### src/rtl/lpwdt_pkg.sv
package lpwdt_pkg;
    typedef enum logic [2:0] {
        ST_RUN,
        ST_HALTED,
        ST_STOPPED,
        ST_STAB,
        ST_SETTLE
    } wdt_state_e;
endpackage

### src/rtl/lpwdt_fsm.sv
module lpwdt_fsm
    import lpwdt_pkg::*;
#(
    parameter int OST_W      = 8,
    parameter int EXIT_TICKS = 17
) (
    input  logic             clk,
    input  logic             rst_n,
    input  logic             halt_i,
    input  logic             stop_i,
    input  logic             sw_stop_cfg_i,
    input  logic             tick_i,
    input  logic [OST_W-1:0] stab_len_i,
    output logic             count_en_o,
    output logic             lp_enter_o,
    output logic             run_o,
    output logic             stab_done_o
);
    localparam int EX_W  = $clog2(EXIT_TICKS + 1);
    localparam int DLY_W = ((EX_W > OST_W) ? EX_W : OST_W) + 1;

    wdt_state_e       state_q, state_d;
    logic [DLY_W-1:0] dly_q;
    logic             freeze_req;
    logic             stab_last;
    logic             settle_last;

    assign freeze_req  = stop_i | (halt_i & sw_stop_cfg_i);
    assign stab_last   = (dly_q + 1'b1) >= DLY_W'(stab_len_i);
    assign settle_last = dly_q == DLY_W'(EXIT_TICKS - 1);

    always_comb begin
        state_d = state_q;
        unique case (state_q)
            ST_RUN: begin
                if (stop_i)                         state_d = ST_STOPPED;
                else if (halt_i && sw_stop_cfg_i)   state_d = ST_HALTED;
            end
            ST_HALTED: begin
                if (stop_i)       state_d = ST_STOPPED;
                else if (!halt_i) state_d = ST_RUN;
            end
            ST_STOPPED: if (!stop_i)                 state_d = ST_STAB;
            ST_STAB:    if (tick_i && stab_last)     state_d = ST_SETTLE;
            ST_SETTLE:  if (tick_i && settle_last)   state_d = ST_RUN;
            default:                                 state_d = ST_RUN;
        endcase
    end

    always_ff @(posedge clk or negedge rst_n) begin
        if (!rst_n) begin
            state_q     <= ST_RUN;
            dly_q       <= '0;
            stab_done_o <= 1'b0;
        end else begin
            state_q     <= state_d;
            stab_done_o <= (state_q == ST_STAB) && (state_d == ST_SETTLE);
            if (state_q != state_d)
                dly_q <= '0;
            else if (tick_i && (state_q == ST_STAB || state_q == ST_SETTLE))
                dly_q <= dly_q + 1'b1;
        end
    end

    always_comb begin
        count_en_o = (state_q == ST_RUN) && !freeze_req;
        lp_enter_o = (state_q == ST_RUN) && freeze_req;
        run_o      = (state_q == ST_RUN);
    end


    stop_entry_chk: assert property (@(posedge clk) disable iff (!rst_n)
        (state_q == ST_RUN && stop_i) |=> (state_q == ST_STOPPED));


    stab_done_chk: assert property (@(posedge clk) disable iff (!rst_n)
        stab_done_o |-> (state_q == ST_SETTLE));


    run_entry_chk: assert property (@(posedge clk) disable iff (!rst_n)
        (state_q == ST_RUN && $past(state_q) != ST_RUN) |->
        ($past(state_q) == ST_HALTED || $past(state_q) == ST_SETTLE));
endmodule

### src/rtl/lpwdt_clksel.sv
module lpwdt_clksel (
    input  logic clk,
    input  logic rst_n,
    input  logic src_sel_i,
    input  logic tick_main_i,
    input  logic tick_ring_i,
    input  logic run_i,
    input  logic lp_enter_i,
    input  logic clr_i,
    input  logic en_i,
    output logic tick_o
);
    logic sel_q;
    logic lock_q;
    logic clr_acc;

    assign clr_acc = clr_i & en_i;
    assign tick_o  = sel_q ? tick_ring_i : tick_main_i;

    always_ff @(posedge clk or negedge rst_n) begin
        if (!rst_n) begin
            sel_q  <= 1'b0;
            lock_q <= 1'b0;
        end else begin
            if (lp_enter_i) begin
                sel_q  <= src_sel_i;
                lock_q <= 1'b1;
            end else begin
                if (run_i && !lock_q) sel_q <= src_sel_i;
                if (clr_acc)          lock_q <= 1'b0;
            end
        end
    end


    sel_hold_chk: assert property (@(posedge clk) disable iff (!rst_n)
        (lock_q && !lp_enter_i) |=> $stable(sel_q));
endmodule

### src/rtl/lpwdt_counter.sv
module lpwdt_counter #(
    parameter int CNT_W = 16
) (
    input  logic             clk,
    input  logic             rst_n,
    input  logic             en_i,
    input  logic             tick_i,
    input  logic             clr_i,
    input  logic [CNT_W-1:0] term_i,
    output logic [CNT_W-1:0] count_o,
    output logic             timeout_o
);
    always_ff @(posedge clk or negedge rst_n) begin
        if (!rst_n) begin
            count_o   <= '0;
            timeout_o <= 1'b0;
        end else begin
            timeout_o <= 1'b0;
            if (en_i) begin
                if (clr_i) begin
                    count_o <= '0;
                end else if (tick_i) begin
                    if (count_o >= term_i) begin
                        count_o   <= '0;
                        timeout_o <= 1'b1;
                    end else begin
                        count_o <= count_o + 1'b1;
                    end
                end
            end
        end
    end


    wrap_zero_chk: assert property (@(posedge clk) disable iff (!rst_n)
        timeout_o |-> (count_o == '0));


    frozen_hold_chk: assert property (@(posedge clk) disable iff (!rst_n)
        !en_i |=> $stable(count_o));
endmodule

### src/rtl/lpwdt_top.sv
module lpwdt_top #(
    parameter int CNT_W      = 16,
    parameter int OST_W      = 8,
    parameter int EXIT_TICKS = 17
) (
    input  logic             clk,
    input  logic             rst_n,
    input  logic             tick_main_i,
    input  logic             tick_ring_i,
    input  logic             src_sel_i,
    input  logic             sw_stop_cfg_i,
    input  logic             halt_i,
    input  logic             stop_i,
    input  logic             clr_i,
    input  logic [CNT_W-1:0] term_i,
    input  logic [OST_W-1:0] stab_len_i,
    output logic [CNT_W-1:0] count_o,
    output logic             timeout_o,
    output logic             stab_done_o,
    output logic             run_o
);
    logic count_en;
    logic lp_enter;
    logic tick_sel;

    lpwdt_fsm #(.OST_W(OST_W), .EXIT_TICKS(EXIT_TICKS)) fsm_i (
        .clk           (clk),
        .rst_n         (rst_n),
        .halt_i        (halt_i),
        .stop_i        (stop_i),
        .sw_stop_cfg_i (sw_stop_cfg_i),
        .tick_i        (tick_sel),
        .stab_len_i    (stab_len_i),
        .count_en_o    (count_en),
        .lp_enter_o    (lp_enter),
        .run_o         (run_o),
        .stab_done_o   (stab_done_o)
    );

    lpwdt_clksel clksel_i (
        .clk         (clk),
        .rst_n       (rst_n),
        .src_sel_i   (src_sel_i),
        .tick_main_i (tick_main_i),
        .tick_ring_i (tick_ring_i),
        .run_i       (run_o),
        .lp_enter_i  (lp_enter),
        .clr_i       (clr_i),
        .en_i        (count_en),
        .tick_o      (tick_sel)
    );

    lpwdt_counter #(.CNT_W(CNT_W)) cnt_i (
        .clk       (clk),
        .rst_n     (rst_n),
        .en_i      (count_en),
        .tick_i    (tick_sel),
        .clr_i     (clr_i),
        .term_i    (term_i),
        .count_o   (count_o),
        .timeout_o (timeout_o)
    );
endmodule

### config.mk
export PLATFORM = sky130hd
export DESIGN_NAME = lpwdt_top
export DESIGN_NICKNAME = d
export VERILOG_FILES = /design/src/rtl/lpwdt_pkg.sv /design/src/rtl/lpwdt_fsm.sv /design/src/rtl/lpwdt_clksel.sv /design/src/rtl/lpwdt_counter.sv /design/src/rtl/lpwdt_top.sv
export SDC_FILE = /design/constraint.sdc
export NUM_CORES = 1
export LEC_CHECK = 0
export CAP_MARGIN = 20
export CORE_UTILIZATION = 30
export DETAILED_ROUTE_END_ITERATION = 7
export PLACE_DENSITY = 0.51
export RECOVER_POWER = 50
export SLEW_MARGIN = 10
export SYNTH_ARGS = -nofsm -noshare
export SYNTH_HDL_FRONTEND = slang
export SYNTH_HIERARCHICAL = 1
export SYNTH_SLANG_ARGS = --single-unit
### constraint.sdc
create_clock -name clk -period 2.3 [get_ports clk]
set_clock_uncertainty 0.1 [all_clocks]
set_input_delay 0.46 -clock clk [delete_from_list [all_inputs] [get_ports clk]]
set_output_delay 0.46 -clock clk [all_outputs]
set_load 0.03 [all_outputs]
==> impl_summary.md <==
Logic synthesis
Synthesis instantiated 56 different standard cells from the library. The post-synthesis register bit count is 32. By area the synthesized netlist is led by dfrtp_1, ha_1, a31oi_1, inv_1, a21oi_1. The post-synth design cell area is 0.00262 mm2.

The sequential element share of the synthesized area is 0.306. The commonest register cell after synthesis is dfrtp_1. dfrtp_1 is the most common cell in the netlist. The post-synthesis async set-or-reset flop share is 1.00. The number of instances in the synthesized netlist is 306. The average cell area after synthesis is 8.55 um2. The portion of synthesized cell area occupied by the leading cell type is 0.306.

Of all cell types, the one taking the most synthesized area is dfrtp_1. Sorting the synthesized cells by how often they occur yields dfrtp_1, inv_1, nand2_1. The number of enable flip-flop cells after synthesis is 0. The count of yosys warnings during synthesis is 6. The total nets after synthesis is 366.

STA
In this run the tightest slew margin relative to its limit is 0.400. Dividing the final minimum period by the clock period gives 1.03. The actual transition at the worst max-transition pin is 899 ps. The final number of setup-violating endpoints is 11.

Setup repair after global routing could not meet its margin everywhere. The clock period minus worst slack is 2370 ps. The final hold violation count is 0. Across all setup checks in the final design, the least slack found is -68.4 ps.

The top achievable clock speed is 422 MHz. The number of max-slew violations in the final report is 0.

Setup path
Walking the worst path, the cells encountered are ha_4, nand3_4, nor2_2, xor2_1, ha_1, a21o_1, a21oi_1, o211ai_1, buf_4, and2_4. STA puts the critical path data arrival time at 2440 ps. The maximum cell stage delay along the critical path is 410 ps. The worst setup path is of the flip-flop to flip-flop kind.

The kind of capture point of the worst setup path is a flip-flop. Measured in cells, the most critical reg-to-reg path has a length of 10. For this design, the slowest cell found on the critical path is dfrtp_1. The worst setup path is launched from a flip-flop. Across all register-to-register paths, the minimum setup slack is -70 ps. The highest net fanout along the worst path is 5.

The worst path required time is 2370 ps.

Placed design
Detailed placement ended at an HPWL of 5.20 mm. The number of I/O port buffers is 51. The worst setup timing slack at the placement stage is -374 ps. The cell count after placement is 491. Routability-driven placement finished with a final weighted congestion of 0.867.

Floorplanning
The area enclosed by the die boundary is 0.00910 mm2. The floorplan core area is 0.00834 mm2. The effective utilization at floorplan is 0.314. The die height is 95.4 um. The count of standard-cell rows is 33. The number of top-level pins is 52.

The x dimension of the die is 95.4 um.

Status
The run finished, with violations left. The checks that failed: negative setup slack.

Clock tree
The clock latency of the later-clocked register in the worst-skew pair is 280 ps. The cell sitting at the root of the clock tree is a clkbuf_8. Counting the buffers created by CTS gives 5.

TritonCTS built the clock tree. The H-tree depth reported by CTS is 2. The clock-pin slew on the worst setup and hold paths is 70 ps. The longest clock path from root to sink contains 2 buffers.

The number of hold buffers added after CTS is 0. The number of sinks on the clock net is 32.

Drt
The violation count after the first detailed-routing iteration is 74. The total via count after detailed routing is 2625. The final layout contains routed wiring with a total length of 7.32 mm.

The number of remaining DRC errors is 0. The average vias per placed instance is 5.16. The total iterations of the first detailed-routing run is 4. In the final routed layout, each cell accounts on average for 14.4 um. The residual antenna-violating net count after detailed routing is 0.

Power
The worst IR drop on VDD is 0.000230 V. The leakage power is 1.80 nW. In this run the power density over the cells is 641 mW/mm2.

Cells and area
The number of standard cells in the layout, taps in and fillers out is 509. The layout net count is 463. The antenna diode instance count is 0. Summing all multi-input logic gate instances after layout gives 0.00196 mm2. The fraction of final layout cells with drive strength greater than 1 is 0.307. Once layout is complete, the utilization of the core stands at 0.490.

The count of fill cells added during filler insertion is 790. Registers take 801 um2. From synthesis to final layout, the design area changed by 56.2%.

Global routing
The number of global-route vias before repair is 2482. The overflow left after global routing is 0. The maximum number of pins on one net before global-route repair is 33. The initial antenna violation count was 0. The first global-routing pass estimated 11.4 mm of wire. The total routing resource utilization after global routing is 0.162.

Min path
The worst hold path depth is 1. The type of the most critical hold path is flip-flop to flip-flop.

Job
The count of max-cap constraint violations is 0.
state kept, by name (all words and copies together), names as in the netlist:
name	cells
fsm_i/dly_q	9
fsm_i/stab_done_o	1
fsm_i/state_q	3
clksel_i/sel_q	1
cnt_i/count_o	16
cnt_i/timeout_o	1
clksel_i/lock_q	1
final timing paths:
check,start,end
max in group asynchronous,rst_n,fsm_i/state_q[2]
worst min register to register,clksel_i/lock_q,clksel_i/lock_q
worst max register to register,fsm_i/dly_q[1],fsm_i/stab_done_o
worst min-delay path,clksel_i/lock_q,clksel_i/lock_q
min in group asynchronous,rst_n,cnt_i/count_o[15]
worst max-delay path,fsm_i/dly_q[1],fsm_i/stab_done_o
routing by layer:
layer / track usage / wire, um / vias to the layer above / share of wire
li1: - / - / 1290 / -
met5: 0 / 0 / - / 0
met1: 0.227 / 3550 / 1269 / 0.48
met4: 0.0311 / 71 / 0 / 0.0097
met3: 0.0311 / 331 / 6 / 0.045
met2: 0.260 / 3380 / 60 / 0.46
worst max-delay path, delay by kind of cell, from the launching register on:
kind                     cells  cell delay [ps]
adder cells (fa/ha/maj)      2              450
AO/OA/AOI/OAI                3              500
AND/OR/NAND/NOR              3              380
flip-flops                   1              410
buffers and inverters        1              230
XOR/XNOR                     1              200
placed cells by master (no fill, tap or decap), drive strengths merged, types with 2 or more instances in the layout:
cell type       n
buf            52
mux2            3
dlymetal6s2s    3
nor2b           2
xnor2           4
o21a            2
nor3b           2
nand4           7
and3            5
and2            4
xor2           10
ha             27
o21ai          11
nand3          10
clkbuf         10
nand3b          9
a41oi           2
nor4            3
a21o            3
nand2b          5
a31oi          23
nor3            5
dfrtp          32
a22o            2
a211oi          6
nor2           16
clkdlybuf4s50  47
nand2          28
a21oi          24
inv            32
per-stage QoR:
stage          TNS, ps  cell area [um2]  hold slack, ps  power, W
2_1_floorplan        0             2630            64.4   0.00144
3_3_place_gp     -6380             3530             390   0.00187
3_5_place_dp     -6730             3530             396   0.00189
4_1_cts           -708             3720             411   0.00245
5_1_grt          -1910             4090             420   0.00281
6_report          -365             4090             407   0.00262
logic make-up (layout without fill, tap and decap cells):
group / after synthesis / count (layout) / share of synthesized area
flip-flops: 32 / 32 / 0.306
XOR/XNOR: 14 / 14 / 0.0468
buffers and inverters: 47 / 145 / 0.0774
AO/OA/AOI/OAI: 80 / 80 / 0.197
AND/OR/NAND/NOR: 102 / 102 / 0.227
adder cells (fa/ha/maj): 27 / 27 / 0.129
multiplexers: 4 / 4 / 0.0167
what timing repair did:
action | CTS | global route
pin swaps | 11 | 25
cloned | 1 | 1
setup buffers | 1 | 7
setup endpoints to repair | 26 | 28
resized for setup | 20 | 52
power by group:
part / leakage, nW / switching (W) / internal (W) / total [W]
sequential: 0.416 / 0.000117 / 0.000660 / 0.000777
clock: 0.0455 / 0.000207 / 0.000244 / 0.000451
combinational: 1.34 / 0.000715 / 0.000678 / 0.00139
total: 1.80 / 0.00104 / 0.00158 / 0.00262
layout make-up:
type,instances,share of cell area
sequential,32,0.196
multi-input combinational,227,0.479
timing repair buffer,105,0.241
inverter,32,0.0294
tap,105,0.0321
clock buffer,8,0.0220
Power figures use the tool's default switching activity.
